[src/rtl/utx_pkg.sv]
package utx_pkg;
  typedef enum logic [1:0] {
    MODE_NORMAL = 2'b00,
    MODE_BREAK  = 2'b01,
    MODE_ECHO   = 2'b10,
    MODE_LOOP   = 2'b11
  } line_mode_e;

  typedef enum logic [1:0] {
    STOP_ONE,
    STOP_ONE_HALF,
    STOP_TWO
  } stop_len_e;

  typedef enum logic [1:0] {
    PH_START,
    PH_DATA,
    PH_PAR,
    PH_STOP
  } phase_e;

  typedef struct packed {
    logic [1:0] wlen;
    logic       has_par;
    logic       odd_par;
    stop_len_e  stop;
  } fmt_t;
endpackage

[src/rtl/utx_fmt_decode.sv]
module utx_fmt_decode
  import utx_pkg::*;
(
  input  logic [1:0] wlen_sel,
  input  logic       stop_sel,
  input  logic [2:0] parity_sel,
  output fmt_t       fmt_o
);
  always_comb begin
    fmt_o.wlen    = wlen_sel;
    fmt_o.has_par = !(parity_sel[2] && parity_sel[1]);
    fmt_o.odd_par = parity_sel[0];
    if (!stop_sel)
      fmt_o.stop = STOP_ONE;
    else if (wlen_sel == 2'b00)
      fmt_o.stop = STOP_ONE_HALF;
    else
      fmt_o.stop = STOP_TWO;
  end
endmodule

[src/rtl/utx_frame_ctl.sv]
module utx_frame_ctl
  import utx_pkg::*;
#(
  parameter int DATA_W        = 8,
  parameter int TICKS_PER_BIT = 16
) (
  input  logic              clk,
  input  logic              rst,
  input  logic              tick,
  input  logic              hold_wr,
  input  logic [DATA_W-1:0] hold_data,
  input  fmt_t              fmt_i,
  input  line_mode_e        mode_i,
  input  logic              cts_i,
  output logic              busy_o,
  output logic              line_o,
  output logic              hold_empty_o,
  output logic              done_o
);
  localparam int STOP_MAX = 2 * TICKS_PER_BIT;
  localparam int TW       = $clog2(STOP_MAX + 1);
  localparam int IW       = (DATA_W > 1) ? $clog2(DATA_W) : 1;

  logic [DATA_W-1:0] hold_q, shift_q, mask;
  logic              hold_empty_q, busy_q, line_q, done_q, par_q;
  fmt_t              fmt_q;
  phase_e            phase_q;
  logic [TW-1:0]     tick_q, slot_len;
  logic [IW-1:0]     bit_q;
  logic              start_ok, slot_end, last_bit;

  // data mask for the incoming format (parity is computed at load)
  always_comb begin
    for (int i = 0; i < DATA_W; i++)
      mask[i] = (i < (DATA_W - 3 + int'(fmt_i.wlen)));
  end

  always_comb begin
    slot_len = TW'(TICKS_PER_BIT);
    if (phase_q == PH_STOP) begin
      case (fmt_q.stop)
        STOP_ONE_HALF: slot_len = TW'(TICKS_PER_BIT + TICKS_PER_BIT / 2);
        STOP_TWO:      slot_len = TW'(STOP_MAX);
        default:       slot_len = TW'(TICKS_PER_BIT);
      endcase
    end
  end

  assign start_ok = !busy_q && !hold_empty_q && (mode_i != MODE_ECHO) &&
                    (cts_i || (mode_i == MODE_LOOP));
  assign slot_end = busy_q && tick && (tick_q == slot_len - 1'b1);
  assign last_bit = (int'(bit_q) == DATA_W - 4 + int'(fmt_q.wlen));

  always_ff @(posedge clk) begin
    if (rst) begin
      hold_q       <= '0;
      hold_empty_q <= 1'b1;
      busy_q       <= 1'b0;
      line_q       <= 1'b1;
      done_q       <= 1'b1;
      shift_q      <= '0;
      par_q        <= 1'b0;
      fmt_q        <= '0;
      phase_q      <= PH_START;
      tick_q       <= '0;
      bit_q        <= '0;
    end else begin
      if (hold_wr) hold_q <= hold_data;
      if (hold_wr)       hold_empty_q <= 1'b0;
      else if (start_ok) hold_empty_q <= 1'b1;

      if (start_ok) begin
        busy_q  <= 1'b1;
        done_q  <= 1'b0;
        shift_q <= hold_q;
        par_q   <= (^(hold_q & mask)) ^ fmt_i.odd_par;
        fmt_q   <= fmt_i;
        phase_q <= PH_START;
        tick_q  <= '0;
        bit_q   <= '0;
        line_q  <= 1'b0;
      end else if (slot_end) begin
        tick_q <= '0;
        case (phase_q)
          PH_START: begin
            phase_q <= PH_DATA;
            line_q  <= shift_q[0];
          end
          PH_DATA: begin
            if (last_bit) begin
              phase_q <= fmt_q.has_par ? PH_PAR : PH_STOP;
              line_q  <= fmt_q.has_par ? par_q : 1'b1;
            end else begin
              bit_q   <= bit_q + 1'b1;
              shift_q <= shift_q >> 1;
              line_q  <= shift_q[1];
            end
          end
          PH_PAR: begin
            phase_q <= PH_STOP;
            line_q  <= 1'b1;
          end
          default: begin
            busy_q <= 1'b0;
            line_q <= 1'b1;
            if (hold_empty_q) done_q <= 1'b1;
          end
        endcase
      end else if (busy_q && tick) begin
        tick_q <= tick_q + 1'b1;
      end
    end
  end

  assign busy_o       = busy_q;
  assign line_o       = line_q;
  assign hold_empty_o = hold_empty_q;
  assign done_o       = done_q;

  assert_hold_wr_clears_R7: assert property (@(posedge clk) disable iff (rst)
    hold_wr |=> !hold_empty_o);
  assert_cts_blocks_start_R6: assert property (@(posedge clk) disable iff (rst)
    (!busy_q && !cts_i && mode_i != MODE_LOOP) |=> !busy_q);
  assert_echo_holds_byte_R10: assert property (@(posedge clk) disable iff (rst)
    (mode_i == MODE_ECHO && !hold_wr) |=> $stable(hold_empty_q));
  assert_load_clears_done_R8: assert property (@(posedge clk) disable iff (rst)
    $rose(busy_q) |-> !done_q);
  assert_loop_ignores_cts_R11: assert property (@(posedge clk) disable iff (rst)
    (mode_i == MODE_LOOP && !busy_q && !hold_empty_q) |=> busy_q);
endmodule

[src/rtl/utx_line_sel.sv]
module utx_line_sel
  import utx_pkg::*;
(
  input  line_mode_e mode_i,
  input  logic       busy_i,
  input  logic       frame_line_i,
  input  logic       sdi_i,
  output logic       sdo_o,
  output logic       loop_o
);
  logic ser;

  assign ser = (mode_i == MODE_BREAK && busy_i) ? 1'b0 : frame_line_i;

  always_comb begin
    case (mode_i)
      MODE_ECHO: sdo_o = sdi_i;
      MODE_LOOP: sdo_o = 1'b1;
      default:   sdo_o = ser;
    endcase
  end

  assign loop_o = (mode_i == MODE_LOOP) ? ser : 1'b1;
endmodule

[src/rtl/uart_tx_line.sv]
module uart_tx_line
  import utx_pkg::*;
#(
  parameter int DATA_W        = 8,
  parameter int TICKS_PER_BIT = 16
) (
  input  logic              clk,
  input  logic              rst,
  input  logic              tick_16x,
  input  logic              hold_wr,
  input  logic [DATA_W-1:0] hold_data,
  input  logic [1:0]        wlen_sel,
  input  logic              stop_sel,
  input  logic [2:0]        parity_sel,
  input  logic [1:0]        line_mode,
  input  logic              cts_ok,
  input  logic              sdi,
  output logic              sdo,
  output logic              loop_sdo,
  output logic              hold_empty,
  output logic              tx_done
);
  fmt_t       fmt;
  line_mode_e mode;
  logic       busy, frame_line;

  assign mode = line_mode_e'(line_mode);

  utx_fmt_decode u_dec (
    .wlen_sel   (wlen_sel),
    .stop_sel   (stop_sel),
    .parity_sel (parity_sel),
    .fmt_o      (fmt)
  );

  utx_frame_ctl #(.DATA_W(DATA_W), .TICKS_PER_BIT(TICKS_PER_BIT)) u_frame (
    .clk          (clk),
    .rst          (rst),
    .tick         (tick_16x),
    .hold_wr      (hold_wr),
    .hold_data    (hold_data),
    .fmt_i        (fmt),
    .mode_i       (mode),
    .cts_i        (cts_ok),
    .busy_o       (busy),
    .line_o       (frame_line),
    .hold_empty_o (hold_empty),
    .done_o       (tx_done)
  );

  utx_line_sel u_sel (
    .mode_i       (mode),
    .busy_i       (busy),
    .frame_line_i (frame_line),
    .sdi_i        (sdi),
    .sdo_o        (sdo),
    .loop_o       (loop_sdo)
  );

  assert_idle_mark_R5: assert property (@(posedge clk) disable iff (rst)
    (!busy && mode != MODE_ECHO) |-> sdo);
  assert_break_low_R9: assert property (@(posedge clk) disable iff (rst)
    (mode == MODE_BREAK && busy) |-> !sdo);
endmodule

[config.mk]
export PLATFORM = sky130hd
export DESIGN_NAME = uart_tx_line
export DESIGN_NICKNAME = d
export VERILOG_FILES = /design/src/rtl/utx_pkg.sv /design/src/rtl/utx_fmt_decode.sv /design/src/rtl/utx_frame_ctl.sv /design/src/rtl/utx_line_sel.sv /design/src/rtl/uart_tx_line.sv
export SDC_FILE = /design/constraint.sdc
export NUM_CORES = 1
export LEC_CHECK = 0
export BUFFER_PORTS_ARGS = -buffer_cell sky130_fd_sc_hd__buf_2
export CORE_MARGIN = 2
export CORE_UTILIZATION = 45
export CTS_CLUSTER_DIAMETER = 80
export DETAILED_ROUTE_END_ITERATION = 8
export PLACE_DENSITY_LB_ADDON = 0.25
export SYNTH_ARGS = -nofsm -noshare
export SYNTH_HDL_FRONTEND = slang
export SYNTH_HIERARCHICAL = 1
export SYNTH_SLANG_ARGS = --single-unit
[constraint.sdc]
create_clock -name clk -period 2.7 [get_ports clk]
set_clock_uncertainty 0.1 [all_clocks]
set_input_delay 0.27 -clock clk [delete_from_list [all_inputs] [get_ports clk]]
set_output_delay 0.27 -clock clk [all_outputs]
set_load 0.1 [all_outputs]
**After elaboration in Yosys (flattened, before gate mapping)**

Index checks and enable logic that the tools add are counted.

- Memories: 0
- Latch bits: 0
- Word-level logic and storage cells: 98
- Memory bits (read-only): 0
- Memory bits (writable): 0
- Flip-flop bits (word level): 37
- Output and inout port bits: 4

- Div/mod/pow operators: 0
- Mux-type cells: 28
- Order comparisons: 8
- Add/sub/neg operators: 5
- Eq/ne operators: 14
- Bitwise logic cells: 3
- $mul: 0
- Shift operators: 0
- Reductions and logical operators: 27

Operators with widths:

| cell | number |
|---|---|
| $lt 4x32->1 const A | 4 |
| $lt 3x32->1 const A | 2 |
| $eq 4x32->1 | 1 |
| $lt 2x32->1 const A | 1 |
| $mux 8 | 4 |
| $mux 1 | 16 |
| $pmux 6 s2 | 1 |
| $reduce_and 3->1 | 4 |
| $eq 2x2->1 const B | 5 |
| $add 3x2->4 const A | 2 |
| $and 8x8->8 | 1 |
| $reduce_bool 2->1 | 4 |
| $reduce_xor 8->1 | 1 |
| $logic_and 1x1->1 | 7 |
| $add 6x1->6 const B | 1 |
| $eq 2x1->1 const B | 3 |
| $eq 6x6->1 | 1 |
| $mux 2 | 3 |
| $mux 6 | 1 |
| $ne 2x1->1 const B | 3 |
| $pmux 2 s3 | 1 |
| $reduce_or 3->1 | 2 |
| $sub 6x1->6 const B | 1 |
| $logic_not 2->1 | 2 |
| other kinds (11) | 14 |

**Depth between registers and ports, before layout**

- Depth after elaboration: 8
- Gate-level depth with buffers: 9
- Depth with buffers taken out: 8

**Hierarchy**

Netlist, hierarchy kept.

Modules (own cells, without submodules):

| module | area each (um2) | times used | cells each |
|---|---|---|---|
| utx_frame_ctl | 1891.8 | 1 | 212 |
| utx_fmt_decode | 46.3 | 1 | 6 |
| utx_line_sel | 27.5 | 1 | 4 |

**Worst setup path before layout**

OpenSTA, ideal clock, no wires.

- Path kind: flip-flop to flip-flop
- From: register u_frame.phase_q[0]
- To: register u_frame.shift_q[7]
- Arrival: 2.117 ns
- Setup slack: 0.352 ns
- Clock period less this slack: 2.348 ns
- Cell stages (with the launch flop): 10
- Library setup time: 0.131 ns
- Cells stage by stage: dfxtp_1 > ha_1 > nand3b_1 > inv_1 > ha_1 > xor2_1 > or3_4 > buf_2 > o311ai_0 > a21oi_1

- Cells in the longest elaborated chain, start to end: 7
- Elaborated cells on any way between the ends: 9

RTL lines:

| element | RTL line | text |
|---|---|---|
| from (decl) | utx_frame_ctl.sv:27 | `phase_e phase_q;` |
| from (signal assigned) | utx_frame_ctl.sv:91 | `phase_q <= fmt_q.has_par ? PH_PAR : PH_STOP;` |
| $eq 2x2->1 | utx_frame_ctl.sv:40 | `if (phase_q == PH_STOP) begin` |
| $mux 6 | utx_frame_ctl.sv:40 |  |
| $sub 6x1->6 | utx_frame_ctl.sv:51 | `assign slot_end = busy_q && tick && (tick_q == slot_len - 1'b1);` |
| $eq 6x6->1 | utx_frame_ctl.sv:51 |  |
| $logic_and 1x1->1 | utx_frame_ctl.sv:51 |  |
| $reduce_bool 2->1 (no line) | - |  |
| $reduce_and 3->1 (no line) (*) | - |  |
| to (signal assigned) | utx_frame_ctl.sv:75 | `shift_q <= hold_q;` |
| to (signal assigned) | utx_frame_ctl.sv:95 | `shift_q <= shift_q >> 1;` |
| to (decl) | utx_frame_ctl.sv:24 | `logic [DATA_W-1:0] hold_q, shift_q, mask;` |

Every way passes the cells marked *; elsewhere a longest branch is shown, timed or not.
A chain may end at the register's enable or synchronous reset.

**Worst setup path after layout**

- From: register u_frame.phase_q[0]
- To: register u_frame.bit_q[0]

- Cells in the longest elaborated chain, start to end: 6
- Elaborated cells on any way between the ends: 7

RTL lines:

| element | RTL line | text |
|---|---|---|
| $eq 2x2->1 | utx_frame_ctl.sv:40 |  |
| $mux 6 | utx_frame_ctl.sv:40 |  |
| $sub 6x1->6 | utx_frame_ctl.sv:51 |  |
| $eq 6x6->1 | utx_frame_ctl.sv:51 |  |
| $logic_and 1x1->1 | utx_frame_ctl.sv:51 |  |
| $reduce_and 3->1 (no line) (*) | - |  |
| to (signal assigned) | utx_frame_ctl.sv:94 | `bit_q <= bit_q + 1'b1;` |
| to (decl) | utx_frame_ctl.sv:29 | `logic [IW-1:0] bit_q;` |

Marked as above.

==> flow_summary.ini <==
[cells_and_area]
drive_gt1_frac = 0.200
instances_no_fill = 297
fillers = 409
fin_nets = 274
antennaDiodeCount = 0
syn2layout_area_growth_pct = 14.8

[worst_setup_path]
crit_path_end_kind = register
path_class = reg2reg
cp.required_ns = 2.83
path_cells = ha_1 > nand3b_1 > inv_1 > ha_1 > xor2_1 > or3_4 > or4_1 > a21oi_1
critical-path-slowest-cell = or4_1
crit_top_cell = ha_1
worst-path-buf-inv = 1
arrival_ns = 2.63
cp-start-kind = register
path_delay_family = simple AND/OR/NAND/NOR gates
crit_path_max_fanout = 7
cpPeakStageDelay_ns = 0.51

[pwr]
power_frac_comb = 0.128
share_seq_of_total_power = 0.477
p_clk_frac = 0.395
power-per-cell-area_nw_per_um2 = 548
power.static_leakage_nw = 0.918
internal_power_mw = 0.912
switching_share = 0.262
ir_worst_vdd_mv = 0.389
power_mw = 1.24
switchingPower_mw = 0.324

[sta]
fin_crit_sh = 0.928
rsz0062_at_grt = false
report.final.slew_viol_count = 0
setup_viol = 0
period_minus_slack_ns = 2.51
max_freq_mhz = 399
final_hold_viol_count = 0
tns_ns = 0
relSlewSlack = 0.626
worst_pin_slew_ns = 0.559

[synthesis]
ys_seq_elements = 37
netlist_area_um2 = 1970
synth_nets = 252
yosysTopAreaCell = dfxtp_1
async_reset_ff_frac = 0
synth_area_leaders = dfxtp_1 (38%), mux2i_1 (6.1%), ha_1 (5.1%), xor2_1 (4.5%), nor2_1 (4.2%)
ys.flop_type = dfxtp_1
synth_top_area_frac = 0.377
ys_seq_area_frac = 0.377
yosysWarnings = 6
synth_edf_count = 0
synth.avg_cell_area_um2 = 8.85
ys_types = 41
synth_cells = 222

[run]
timing.max_cap.violations = 0

[clock_network]
cts_sinks = 37
cts_tree = built
clock_path_buffers = 2
root_buffer = clkbuf_8
clkLatencyLatePin_ns = 0.29
cts.htree.levels = 2
cts_made_buffers = 5
cts.clk_slew.worst_paths_ns = 0.08

[global_routing]
grt_max_degree = 30
grt_usage = 0.196
grt_pass1_wl_mm = 7.60
grt_pass1_vias = 1645
antenna_found_initial = 0
grt_overflow = 0

[drt]
highest_layer = met4
ant_nets = 0
vias_per_cell = 5.48
wl_met2_mm = 1.87
dr.pass1.iters = 4
vias = 1629
wl_per_cell_um = 14.2
dr_wl_met3_um = 155
drcViolationCount = 0
wirelength_mm = 4.21
drt-met1-wl_mm = 2.13
drtIter0Drc = 140

[floorplanning]
boundaryPins = 26
row_count = 24
dieArea_um2 = 4910
die_width_um = 70.1
chipHeight_um = 70.1
core-area_um2 = 4290
initial_core_util = 0.458

[hold_path]
hold_class = in2reg

[placed_design]
gp_congestion = 0.796
hpwlAfterDp_mm = 2.97
portBuffers = 25
dp_cells = 288

[status]
status = finished, final reports clean
==> state kept, by name, indices dropped and copies added (netlist names) <==
name,flops
u_frame/bit_q,3
u_frame/hold_q,8
u_frame/busy_o,1
u_frame/tick_q,6
u_frame/shift_q,8
u_frame/par_q,1
u_frame/hold_empty_o,1
u_frame/done_o,1
u_frame/fmt_q,5
u_frame/phase_q,2
u_frame/line_o,1
==> kinds of logic after synthesis <==
kind of cell / synth area share
multiplexers: 0.0668
adder cells (fa/ha/maj): 0.0509
AO/OA/AOI/OAI: 0.169
buffers and inverters: 0.0547
XOR/XNOR: 0.0917
flip-flops: 0.377
AND/OR/NAND/NOR: 0.190
==> stage by stage <==
step,instance area (um^2),utilization,hold slack (ns),setup WS [ns]
final,2260,0.526,0.106,0.194
after global routing,2260,0.526,0.120,0.0296
after CTS,2240,0.522,0.0979,0.168
after detailed placement,2130,0.495,0.382,0.194
after global placement,2130,0.495,0.371,0.238
after floorplan,1970,-,0.318,0.352
==> path summary, 6_finish.rpt <==
path	slack [ns]	cells past startpoint	endpoint	startpoint
max	0.19	8	u_frame/bit_q[0]$_SDFFE_PP0P_	u_frame/phase_q[0]$_SDFFE_PP0P_
min	0.11	3	u_frame/hold_q[0]$_SDFFE_PP0P_	hold_data[0]
max reg2reg	0.19	8	u_frame/bit_q[0]$_SDFFE_PP0P_	u_frame/phase_q[0]$_SDFFE_PP0P_
min reg2reg	0.39	2	u_frame/fmt_q[3]$_SDFFE_PP0P_	u_frame/fmt_q[3]$_SDFFE_PP0P_
==> per-layer routing <==
layer	track usage	vias up
li1	-	834
met1	0.274	756
met2	0.296	34
met3	0.0447	5
met4	0.0705	0
met5	0	-
==> power groups by stage <==
stage / Combinational, mW / Sequential, mW / Clock (mW)
after floorplan: 0.110 / 0.612 / 0
after detailed placement: 0.159 / 0.603 / 0
after global routing: 0.175 / 0.594 / 0.526
after global placement: 0.157 / 0.602 / 0
final: 0.158 / 0.590 / 0.488
after CTS: 0.159 / 0.590 / 0.500
==> synth_stat cells (2+ instances only) <==
library cell and number:
dfxtp_1 37, nor2_1 22, nand2_1 21, clkbuf_1 13, mux2i_1 12, nand4_1 12
o31ai_1 10, xor2_1 10, a21oi_1 9, ha_1 8, xnor2_1 8, a311oi_1 7
inv_1 7, nor3_1 7, a211oi_1 3, buf_4 3, o21ai_0 3, a31oi_1 2
and2_1 2, and3b_1 2, buf_2 2, nand3b_1 2, o21bai_1 2
==> layout by cell type, fill, tap and decap left out, drive strengths merged, types with 2 or more instances in the layout <==
cell     n
a31oi    3
dfxtp   37
xor2    10
nor2    22
nand4   12
a211oi   3
nand3b   2
o21bai   2
and2     2
and3b    2
a21oi    9
a311oi   7
inv      7
o31ai   10
mux2i   12
o21ai    4
clkbuf   5
buf     33
xnor2    8
nand2   21
nor3     7
ha       8
==> area by class of cell <==
class,instances,area [um^2],share of cell area
clock inverter,3,46.3,0.0205
timing repair buffer,33,185,0.0820
sequential,37,743,0.329
tap,52,65.1,0.0288
clock buffer,5,68.8,0.0305
multi-input combinational,160,1120,0.497
inverter,7,26.3,0.0116
==> worst register-to-register path, stage by stage, from the launching register on <==
cell and delay [ns]:
dfxtp_2 0.35, ha_1 0.22, nand3b_1 0.15, inv_1 0.06, ha_1 0.30, xor2_1 0.17
or3_4 0.44, or4_1 0.51, a21oi_1 0.14
==> what timing repair did <==
action                                  in CTS  in global routing
resized for setup                            0                  3
hold buffers                                 0                  0
endpoints found under the setup margin       0                  6
hold endpoints to repair                     0                  0
buffers inserted                             0                  1
(Power assumes the default switching activity.)
